### src/rtl/pprog_pkg.sv
// Shared types and helpers for the parallel programming sequencer.
// Assumes integer nanosecond limits and a clock period given in picoseconds.
package pprog_pkg;

    typedef enum logic [3:0] {
        ST_IDLE,
        ST_SETUP,
        ST_HIGH,
        ST_HOLD,
        ST_PL_WAIT,
        ST_PL_HIGH,
        ST_OE_LO,
        ST_OE_HI,
        ST_RELEASE
    } seq_state_e;

    localparam logic [1:0] ACT_ADDR = 2'b00;
    localparam logic [1:0] ACT_DATA = 2'b01;

    // Round a nanosecond limit up to whole clock cycles, at least one.
    function automatic int unsigned ns_to_cyc(input int unsigned ns, input int unsigned ps);
        int unsigned c;
        c = (ns * 1000 + ps - 1) / ps;
        return (c == 0) ? 1 : c;
    endfunction

    // Larger of two unsigned values.
    function automatic int unsigned max_u(input int unsigned a, input int unsigned b);
        return (a > b) ? a : b;
    endfunction

endpackage

### src/rtl/pprog_timer.sv
// Phase timer: loaded with (length - 1) when a phase begins, counts down to zero.
// Assumes the controller reloads it on each phase change.
module pprog_timer #(
    parameter int unsigned CW = 8
) (
    input  logic          clk,
    input  logic          rst_n,
    input  logic          load,
    input  logic [CW-1:0] load_val,
    output logic          zero
);
    logic [CW-1:0] cnt_q;

    // Count down toward zero, or take a new phase length.
    always_ff @(posedge clk) begin
        if (!rst_n) begin
            cnt_q <= '0;
        end else if (load) begin
            cnt_q <= load_val;
        end else if (cnt_q != '0) begin
            cnt_q <= cnt_q - 1'b1;
        end
    end

    assign zero = (cnt_q == '0);
endmodule

### src/rtl/pprog_lane.sv
// Pin decoder: turns the sequencer state and byte step into the target pin levels.
// Assumes step 0/1/2 select address, data low and data high during a load.
module pprog_lane
    import pprog_pkg::*;
(
    input  seq_state_e  state,
    input  logic [1:0]  step,
    input  logic [7:0]  addr,
    input  logic [15:0] wdata,
    output logic        strobe,
    output logic [1:0]  act,
    output logic        bsel,
    output logic        latch,
    output logic        oe_n,
    output logic [7:0]  dout,
    output logic        dout_en
);
    logic load_phase;
    logic oe_phase;

    // Phases in which the host owns the bus.
    always_comb begin
        load_phase = (state == ST_SETUP) || (state == ST_HIGH) || (state == ST_HOLD) ||
                     (state == ST_PL_WAIT) || (state == ST_PL_HIGH);
        oe_phase   = (state == ST_OE_LO) || (state == ST_OE_HI);
    end

    // Byte placed on the bus for the current step.
    always_comb begin
        case (step)
            2'd0:    dout = addr;
            2'd1:    dout = wdata[7:0];
            default: dout = wdata[15:8];
        endcase
    end

    // Control pin levels.
    always_comb begin
        strobe  = (state == ST_HIGH);
        act     = (load_phase && step != 2'd0) ? ACT_DATA : ACT_ADDR;
        bsel    = (load_phase && step == 2'd2) || (state == ST_OE_HI);
        latch   = (state == ST_PL_HIGH);
        oe_n    = !oe_phase;
        dout_en = load_phase;
    end
endmodule

### src/rtl/pprog_capture.sv
// Read capture: holds the two bytes sampled from the target bus.
// Assumes each capture strobe comes at the end of its data-valid window.
module pprog_capture (
    input  logic        clk,
    input  logic        rst_n,
    input  logic        cap_lo,
    input  logic        cap_hi,
    input  logic [7:0]  din,
    output logic [15:0] word
);
    logic [7:0] lo_q;
    logic [7:0] hi_q;

    // Sample each byte when told to.
    always_ff @(posedge clk) begin
        if (!rst_n) begin
            lo_q <= '0;
            hi_q <= '0;
        end else begin
            if (cap_lo) lo_q <= din;
            if (cap_hi) hi_q <= din;
        end
    end

    assign word = {hi_q, lo_q};
endmodule

### src/rtl/pprog_seq.sv
// Parallel programming sequencer top. It accepts load/read word commands and
// runs the matching strobe, page-latch and output-enable sequence. Every
// timing limit is a nanosecond parameter, rounded up to clock cycles.
// Assumes a single target and one command in flight at a time.
module pprog_seq
    import pprog_pkg::*;
#(
    parameter int unsigned CLK_PS      = 5000,
    parameter int unsigned T_SETUP_NS  = 67,
    parameter int unsigned T_HIGH_NS   = 150,
    parameter int unsigned T_LOW_NS    = 200,
    parameter int unsigned T_HOLD_NS   = 0,
    parameter int unsigned T_PL_DLY_NS = 67,
    parameter int unsigned T_PL_WID_NS = 150,
    parameter int unsigned T_DV_NS     = 250,
    parameter int unsigned T_REL_NS    = 250
) (
    input  logic        clk,
    input  logic        rst_n,
    input  logic        cmd_valid,
    output logic        cmd_ready,
    input  logic        cmd_rd,
    input  logic [7:0]  cmd_addr,
    input  logic [15:0] cmd_wdata,
    output logic        busy,
    output logic        rd_valid,
    output logic [15:0] rd_data,
    output logic        tgt_strobe,
    output logic [1:0]  tgt_act,
    output logic        tgt_bsel,
    output logic        tgt_latch,
    output logic        tgt_oe_n,
    output logic [7:0]  tgt_dout,
    output logic        tgt_dout_en,
    input  logic [7:0]  tgt_din
);
    localparam int unsigned HO_CYC  = ns_to_cyc(T_HOLD_NS, CLK_PS);
    localparam int unsigned HI_CYC  = ns_to_cyc(T_HIGH_NS, CLK_PS);
    localparam int unsigned LH_CYC  = ns_to_cyc(T_LOW_NS, CLK_PS);
    localparam int unsigned SU_CYC  = max_u(ns_to_cyc(T_SETUP_NS, CLK_PS),
                                            (LH_CYC > HO_CYC) ? LH_CYC - HO_CYC : 1);
    localparam int unsigned PLD_CYC = ns_to_cyc(T_PL_DLY_NS, CLK_PS);
    localparam int unsigned PLW_CYC = ns_to_cyc(T_PL_WID_NS, CLK_PS);
    localparam int unsigned DV_CYC  = ns_to_cyc(T_DV_NS, CLK_PS);
    localparam int unsigned RZ_CYC  = ns_to_cyc(T_REL_NS, CLK_PS);
    localparam int unsigned MAX_CYC = max_u(max_u(max_u(SU_CYC, HI_CYC), max_u(HO_CYC, PLD_CYC)),
                                            max_u(max_u(PLW_CYC, DV_CYC), RZ_CYC));
    localparam int unsigned CW      = $clog2(MAX_CYC + 1);

    seq_state_e    state_q, state_d;
    logic [1:0]    step_q, step_d;
    logic          rd_q;
    logic [7:0]    addr_q;
    logic [15:0]   wdata_q;
    logic          accept;
    logic          tmr_load;
    logic [CW-1:0] tmr_val;
    logic          tmr_zero;
    logic          cap_lo;
    logic          cap_hi;

    assign accept    = (state_q == ST_IDLE) && cmd_valid;
    assign busy      = (state_q != ST_IDLE);
    assign cmd_ready = !busy;
    assign rd_valid  = (state_q == ST_RELEASE) && tmr_zero;

    // Next-state and phase-length selection.
    always_comb begin
        state_d  = state_q;
        step_d   = step_q;
        tmr_load = 1'b0;
        tmr_val  = '0;
        cap_lo   = 1'b0;
        cap_hi   = 1'b0;
        case (state_q)
            ST_IDLE: if (cmd_valid) begin
                state_d  = ST_SETUP;
                step_d   = 2'd0;
                tmr_load = 1'b1;
                tmr_val  = CW'(SU_CYC - 1);
            end
            ST_SETUP: if (tmr_zero) begin
                state_d  = ST_HIGH;
                tmr_load = 1'b1;
                tmr_val  = CW'(HI_CYC - 1);
            end
            ST_HIGH: if (tmr_zero) begin
                state_d  = ST_HOLD;
                tmr_load = 1'b1;
                tmr_val  = CW'(HO_CYC - 1);
            end
            ST_HOLD: if (tmr_zero) begin
                tmr_load = 1'b1;
                if (rd_q) begin
                    state_d = ST_OE_LO;
                    tmr_val = CW'(DV_CYC - 1);
                end else if (step_q == 2'd2) begin
                    state_d = ST_PL_WAIT;
                    tmr_val = CW'(PLD_CYC - 1);
                end else begin
                    state_d = ST_SETUP;
                    step_d  = step_q + 2'd1;
                    tmr_val = CW'(SU_CYC - 1);
                end
            end
            ST_PL_WAIT: if (tmr_zero) begin
                state_d  = ST_PL_HIGH;
                tmr_load = 1'b1;
                tmr_val  = CW'(PLW_CYC - 1);
            end
            ST_PL_HIGH: if (tmr_zero) begin
                state_d = ST_IDLE;
            end
            ST_OE_LO: if (tmr_zero) begin
                cap_lo   = 1'b1;
                state_d  = ST_OE_HI;
                tmr_load = 1'b1;
                tmr_val  = CW'(DV_CYC - 1);
            end
            ST_OE_HI: if (tmr_zero) begin
                cap_hi   = 1'b1;
                state_d  = ST_RELEASE;
                tmr_load = 1'b1;
                tmr_val  = CW'(RZ_CYC - 1);
            end
            ST_RELEASE: if (tmr_zero) begin
                state_d = ST_IDLE;
            end
            default: state_d = ST_IDLE;
        endcase
    end

    // Sequencer state and byte step.
    always_ff @(posedge clk) begin
        if (!rst_n) begin
            state_q <= ST_IDLE;
            step_q  <= 2'd0;
        end else begin
            state_q <= state_d;
            step_q  <= step_d;
        end
    end

    // Command fields held for the whole sequence.
    always_ff @(posedge clk) begin
        if (!rst_n) begin
            rd_q    <= 1'b0;
            addr_q  <= '0;
            wdata_q <= '0;
        end else if (accept) begin
            rd_q    <= cmd_rd;
            addr_q  <= cmd_addr;
            wdata_q <= cmd_wdata;
        end
    end

    pprog_timer #(.CW(CW)) u_timer (
        .clk      (clk),
        .rst_n    (rst_n),
        .load     (tmr_load),
        .load_val (tmr_val),
        .zero     (tmr_zero)
    );

    pprog_lane u_lane (
        .state   (state_q),
        .step    (step_q),
        .addr    (addr_q),
        .wdata   (wdata_q),
        .strobe  (tgt_strobe),
        .act     (tgt_act),
        .bsel    (tgt_bsel),
        .latch   (tgt_latch),
        .oe_n    (tgt_oe_n),
        .dout    (tgt_dout),
        .dout_en (tgt_dout_en)
    );

    pprog_capture u_capture (
        .clk    (clk),
        .rst_n  (rst_n),
        .cap_lo (cap_lo),
        .cap_hi (cap_hi),
        .din    (tgt_din),
        .word   (rd_data)
    );
endmodule

### config.mk
export PLATFORM = sky130hd
export DESIGN_NAME = pprog_seq
export DESIGN_NICKNAME = d
export VERILOG_FILES = /design/src/rtl/pprog_pkg.sv /design/src/rtl/pprog_timer.sv /design/src/rtl/pprog_lane.sv /design/src/rtl/pprog_capture.sv /design/src/rtl/pprog_seq.sv
export SDC_FILE = /design/constraint.sdc
export NUM_CORES = 1
export LEC_CHECK = 0
export ABC_AREA = 1
export BUFFER_PORTS_ARGS = -buffer_cell sky130_fd_sc_hd__buf_2
export CAP_MARGIN = 40
export CORE_AREA = 3 3 80 82
export CTS_CLUSTER_DIAMETER = 60
export CTS_CLUSTER_SIZE = 20
export DETAILED_ROUTE_END_ITERATION = 12
export DIE_AREA = 0 0 83 85
export PLACE_DENSITY = 0.73
export SLEW_MARGIN = 20
export SYNTH_ARGS = -nofsm -noshare
export SYNTH_HDL_FRONTEND = slang
export SYNTH_SLANG_ARGS = --single-unit
### constraint.sdc
create_clock -name clk -period 2.1 [get_ports clk]
set_input_delay 0.105 -clock clk [delete_from_list [all_inputs] [get_ports clk]]
set_output_delay 0.105 -clock clk [all_outputs]
set_load 0.02 [all_outputs]
### Word level (Yosys, flattened, before mapping)

Index checks and enable logic that the tools add are counted.

| word-level totals | value |
|---|---|
| bits in registers | 53 |
| output and inout bits | 34 |

| operators by class | value |
|---|---|
| $add $sub $neg | 2 |
| equality and inequality tests | 20 |
| muxes and demuxes | 32 |
| reduce and logical (&&, ||, !) cells | 26 |

Operator list:

| operator | count |
|---|---|
| $mux 6 | 7 |
| $mux 4 | 8 |
| $pmux 4 s8 | 1 |
| $pmux 6 s4 | 1 |
| $eq 4x3->1 const B | 4 |
| $ne 2x2->1 const B | 8 |
| $pmux 8 s2 | 1 |
| $eq 4x2->1 const B | 2 |
| $mux 2 | 4 |
| $reduce_and 8->1 | 1 |
| $logic_not 6->1 | 1 |
| $logic_or 1x1->1 | 6 |
| $mux 3 | 2 |
| $reduce_bool 2->1 | 3 |
| $reduce_bool 6->1 | 1 |
| $reduce_or 2->1 | 3 |
| $reduce_or 6->1 | 1 |
| $sub 6x1->6 const B | 1 |
| $mux 1 | 5 |
| $mux 5 | 1 |
| $reduce_and 5->1 | 1 |
| $eq 4x1->1 const B | 1 |
| $eq 4x4->1 const B | 1 |
| $logic_and 1x1->1 | 4 |
| other kinds (10) | 12 |

### Longest topological paths before layout

| logic depth | value |
|---|---|
| word-level depth | 7 |
| gate-level depth with buffers | 10 |
| depth with buffers taken out | 9 |

### Modules after synthesis

A second synthesis with hierarchy kept.

| unflattened totals | value |
|---|---|
| cells, all modules | 409 |
| area total of the unflattened synthesis | 2772.7 µm² |

By module, submodules not included:

| module | times used | cells an instance | area each (µm²) | seq. area each (µm²) |
|---|---|---|---|---|
| pprog_seq | 1 | 197 | 1437.6 | 620.6 |
| pprog_capture | 1 | 94 | 675.6 | 320.3 |
| pprog_timer | 1 | 61 | 402.9 | 120.1 |
| pprog_lane | 1 | 57 | 256.5 | 0.0 |

### Worst setup path after synthesis

Ideal clock, no wire load.

| timing | value |
|---|---|
| path type | reg-to-output |
| from | register state_q[3] |
| to | output tgt_bsel |
| arrival time | 1.566 ns |
| path slack | 0.429 ns |
| cell stages (with the launch flop) | 6 |
| buffers on the path | 0 |
| cell sequence | dfxtp_1 > inv_1 > nand2_2 > o21ai_0 > inv_1 > o22ai_1 |

| on the way | value |
|---|---|
| word-level cells in the longest chain between the ends | 7 |
| elaborated cells between the ends (all ways) | 12 |
| classes of those cells | 6 x eq/ne; 6 x reduce/logical |

Ends and longest elaborated chain:

| what | line | source |
|---|---|---|
| start: declaration | pprog_seq.sv:50 | `seq_state_e state_q, state_d;` |
| start signal: assignment | pprog_seq.sv:139 | `state_q <= state_d;` |
| $eq 4x1->1 / $eq 4x2->1 (equally long branches) | pprog_lane.sv:23 | `load_phase = (state == ST_SETUP) \|\| (state == ST_HIGH) \|\| (state == ST_HOLD) \|\|` |
| $logic_or 1x1->1 (3 in series) | pprog_lane.sv:23 |  |
| $logic_or 1x1->1 * | pprog_lane.sv:24 | `(state == ST_PL_WAIT) \|\| (state == ST_PL_HIGH);` |
| net tgt_dout_en | pprog_seq.sv:34 | `output logic tgt_dout_en,` |
| $logic_and 1x1->1 * | pprog_lane.sv:41 | `bsel = (load_phase && step == 2'd2) \|\| (state == ST_OE_HI);` |
| $logic_or 1x1->1 * | pprog_lane.sv:41 |  |
| end: declaration | pprog_seq.sv:30 | `output logic tgt_bsel,` |

Mark *: on every way through the listed nets, which the timed path passes. The rest lies on a longest branch.

### Worst setup path in the final report

| timing | value |
|---|---|
| from | register step_q[0] |
| to | output tgt_dout[1] |

| on the way | value |
|---|---|
| word-level cells in the longest chain between the ends | 2 |
| elaborated cells between the ends (all ways) | 3 |
| classes of those cells | 1 x eq/ne; 1 x mux; 1 x reduce/logical |

Ends and longest elaborated chain:

| what | line | source |
|---|---|---|
| start: declaration | pprog_seq.sv:51 | `logic [1:0] step_q, step_d;` |
| start signal: assignment | pprog_seq.sv:140 | `step_q <= step_d;` |
| $eq 2x1->1 / $logic_not 2->1 (equally long branches) | pprog_lane.sv:30 | `case (step)` |
| $pmux 8 s2 * | pprog_lane.sv:30 |  |
| end: declaration | pprog_seq.sv:33 | `output logic [7:0] tgt_dout,` |

Every way passes the cells marked *; elsewhere a longest branch is shown, timed or not.

==> impl_metrics.env <==
export IMPL_hold_viol=0
export IMPL_worst_setup_path_end_kind="output port"
export IMPL_finalPower_uw=3500
export IMPL_grt_max_degree=31
export IMPL_hp_class="in -> reg"
export IMPL_p_seq_share_pct=36.8
export IMPL_status="completed"
export IMPL_clock_latency_ns=0.30
export IMPL_coreArea_um2=5820
export IMPL_crit_fanout=8
export IMPL_ir_drop_mv=0.465
export IMPL_finalWirelength_um=6330
export IMPL_dieArea_um2=7060
export IMPL_drt_pass1_iterations=4
export IMPL_cp_required_ns=2.00
export IMPL_cts_hold_buffers=0
export IMPL_power_frac_comb_pct=46.4
export IMPL_power_share_switching_pct=43.6
export IMPL_detail_route_antenna_nets=0
export IMPL_cts_sinks=53
export IMPL_fp_dieH_um=85
export IMPL_worst_pin_slew_ns=0.686
export IMPL_yosys_area_top_type_share_pct=41.2
export IMPL_path_clk_slew_ns=0.09
export IMPL_synth_edf_count=0
export IMPL_relSlewSlack_pct=54.2
export IMPL_dr_total_vias=2592
export IMPL_cts_max_path_buffers=2
export IMPL_wl_per_cell_um=12.7
export IMPL_layout_commonest_cell="buf_2"
export IMPL_drive_above_1_share_pct=23.8
export IMPL_synth_distinct_cells=28
export IMPL_cts_tree="built"
export IMPL_syn_nets=404
export IMPL_pwr_share_clk_pct=16.8
export IMPL_gp_congestion=0.988
export IMPL_rsz0062_at_grt="false"
export IMPL_p_sw_uw=1520
export IMPL_grt_overflow_total=0
export IMPL_drtIter0Drc=161
export IMPL_crit_arrival_ns=1.77
export IMPL_setup_tns_final_ns=0
export IMPL_maxCapViolations=0
export IMPL_skew_ns=0.00281
export IMPL_antenna_found_initial=0
export IMPL_clockRootBuffer="clkbuf_8"
export IMPL_htreeDepth=2
export IMPL_path_class="reg -> out"
export IMPL_port_buffer_count=68
export IMPL_track_usage_pct=18.0
export IMPL_setup_violations=0
export IMPL_synth_area_leader_cell="dfxtp_1"
export IMPL_synth_seq_cells=53
export IMPL_via_per_inst=5.18
export IMPL_cts_setup_buffers=0
export IMPL_syn_area_per_cell_um2=7.09
export IMPL_nets=466
export IMPL_drc=0
export IMPL_synth_area_leaders="dfxtp_1, nand2_1, a21oi_1, o21ai_0, nand3_1"
export IMPL_rows=28
export IMPL_fin_crit_sh_pct=89.5
export IMPL_ys_warn_count=0
export IMPL_die_w_um=83
export IMPL_mostFrequentLayoutCells="buf_2, nand2_1, dfxtp_1, nor2_1, a21oi_1"
export IMPL_grt_pass1_vias=2464
export IMPL_cts_made_buffers=5
export IMPL_netlist_area_um2=2570
export IMPL_async_flop_share_pct=0
export IMPL_syn_inst=363
export IMPL_grt_pass1_wl_um=10700
export IMPL_p_per_area_nw_per_um2=1150
export IMPL_cts_repair_resized=0
export IMPL_max_freq_mhz=532
export IMPL_p_int_uw=1970
export IMPL_p_leak_uw=0.00139
export IMPL_slew_violations=0
export IMPL_synthFlopType="dfxtp_1"
export IMPL_dp_hpwl_um=4700
export IMPL_boundaryPins=70
export IMPL_initial_core_util_pct=44.2
export IMPL_critPathLaunchType="register"
export IMPL_insertedDiodeCount=0
export IMPL_area_growth_pct=17.9
export IMPL_seq_area_frac_synth_pct=41.2
export IMPL_fin_crit_ns=1.88
-- synth_stat cells (2+ instances only) --
cell / instances
nor2_1: 40
a21oi_2: 3
nand3_2: 3
nand3_1: 30
xor2_1: 2
ha_1: 5
nand2_1: 63
dfxtp_1: 53
clkbuf_1: 7
buf_4: 6
a22oi_1: 8
nand2_2: 4
buf_1: 2
a21oi_1: 39
nand4_1: 4
o21ai_0: 37
o211ai_1: 2
nor2_4: 2
inv_2: 4
nor3_1: 2
inv_1: 37
nor2_2: 4
-- per-stage QoR --
stage | util, % | cell area [um2] | hold slack [ns] | worst slack (ns) | cells
3_5_place_dp | 50.6 | 2940 | 0.350 | 0.381 | 493
4_1_cts | 52.1 | 3030 | 0.0250 | 0.0301 | 500
5_1_grt | 52.2 | 3030 | 0.0439 | 0.0920 | 500
6_report | 52.2 | 3030 | 0.0299 | 0.220 | 500
3_3_place_gp | 50.6 | 2940 | 0.346 | 0.387 | 493
2_1_floorplan | - | 2570 | 0.240 | 0.429 | 363
-- power groups by stage --
stage,logic (uW),clock network [uW],registers [uW]
2_1_floorplan,1250,0,1280
3_3_place_gp,1580,0,1300
3_5_place_dp,1610,0,1310
4_1_cts,1620,612,1280
5_1_grt,1840,645,1300
6_report,1620,588,1280
-- sequential cells by signal, summed over array words and instances, names as in the netlist --
name / count
wdata_q: 16
step_q: 2
u_timer.cnt_q: 6
u_capture.lo_q: 8
rd_q: 1
state_q: 4
u_capture.hi_q: 8
addr_q: 8
-- critical path, stage by stage (launching register included) --
cell     delay [ns]
dfxtp_1        0.36
inv_1          0.10
ha_1           0.23
nor2_2         0.35
a22oi_1        0.14
o21ai_0        0.10
buf_2          0.19
-- layout make-up --
class / count / area [um2]
Tap cell: 75 / 93.8
Sequential cell: 53 / 1060
Clock buffer: 6 / 82.6
Fill cell: 594 / 2780
Timing Repair Buffer: 72 / 370
Multi-Input combinational cell: 252 / 1260
Clock inverter: 1 / 7.51
Inverter: 41 / 154
-- final timing paths --
kind	start	to	slack, ns	depth (start not counted)
hold reg to reg	u_capture.hi_q[2]	u_capture.hi_q[2]	0.44	2
hold / removal	tgt_din[6]	u_capture.lo_q[6]	0.03	3
setup / recovery	step_q[0]	tgt_dout[1]	0.22	6
setup reg to reg	state_q[0]	wdata_q[3]	0.36	5
-- routing by layer --
layer / vias up / track usage (%) / wire (um)
met1: 1186 / 21.1 / 2780
li1: 1309 / - / -
met2: 85 / 32.8 / 3110
met3: 12 / 4.47 / 367
met5: - / 0 / 0
met4: 0 / 5.05 / 82
-- logic make-up after synthesis --
| group | Yosys count | synth area share (%) |
|---|---|---|
| AOI/OAI and AO/OA | 91 | 19.3 |
| xor gates and xnor gates | 2 | 0.681 |
| adders and majority gates | 5 | 2.43 |
| buffers and inverters | 58 | 9.68 |
| DFF | 53 | 41.2 |
| other | 1 | 0.146 |
| and+or+nand+nor | 153 | 26.6 |
Power figures use the tool's default switching activity.
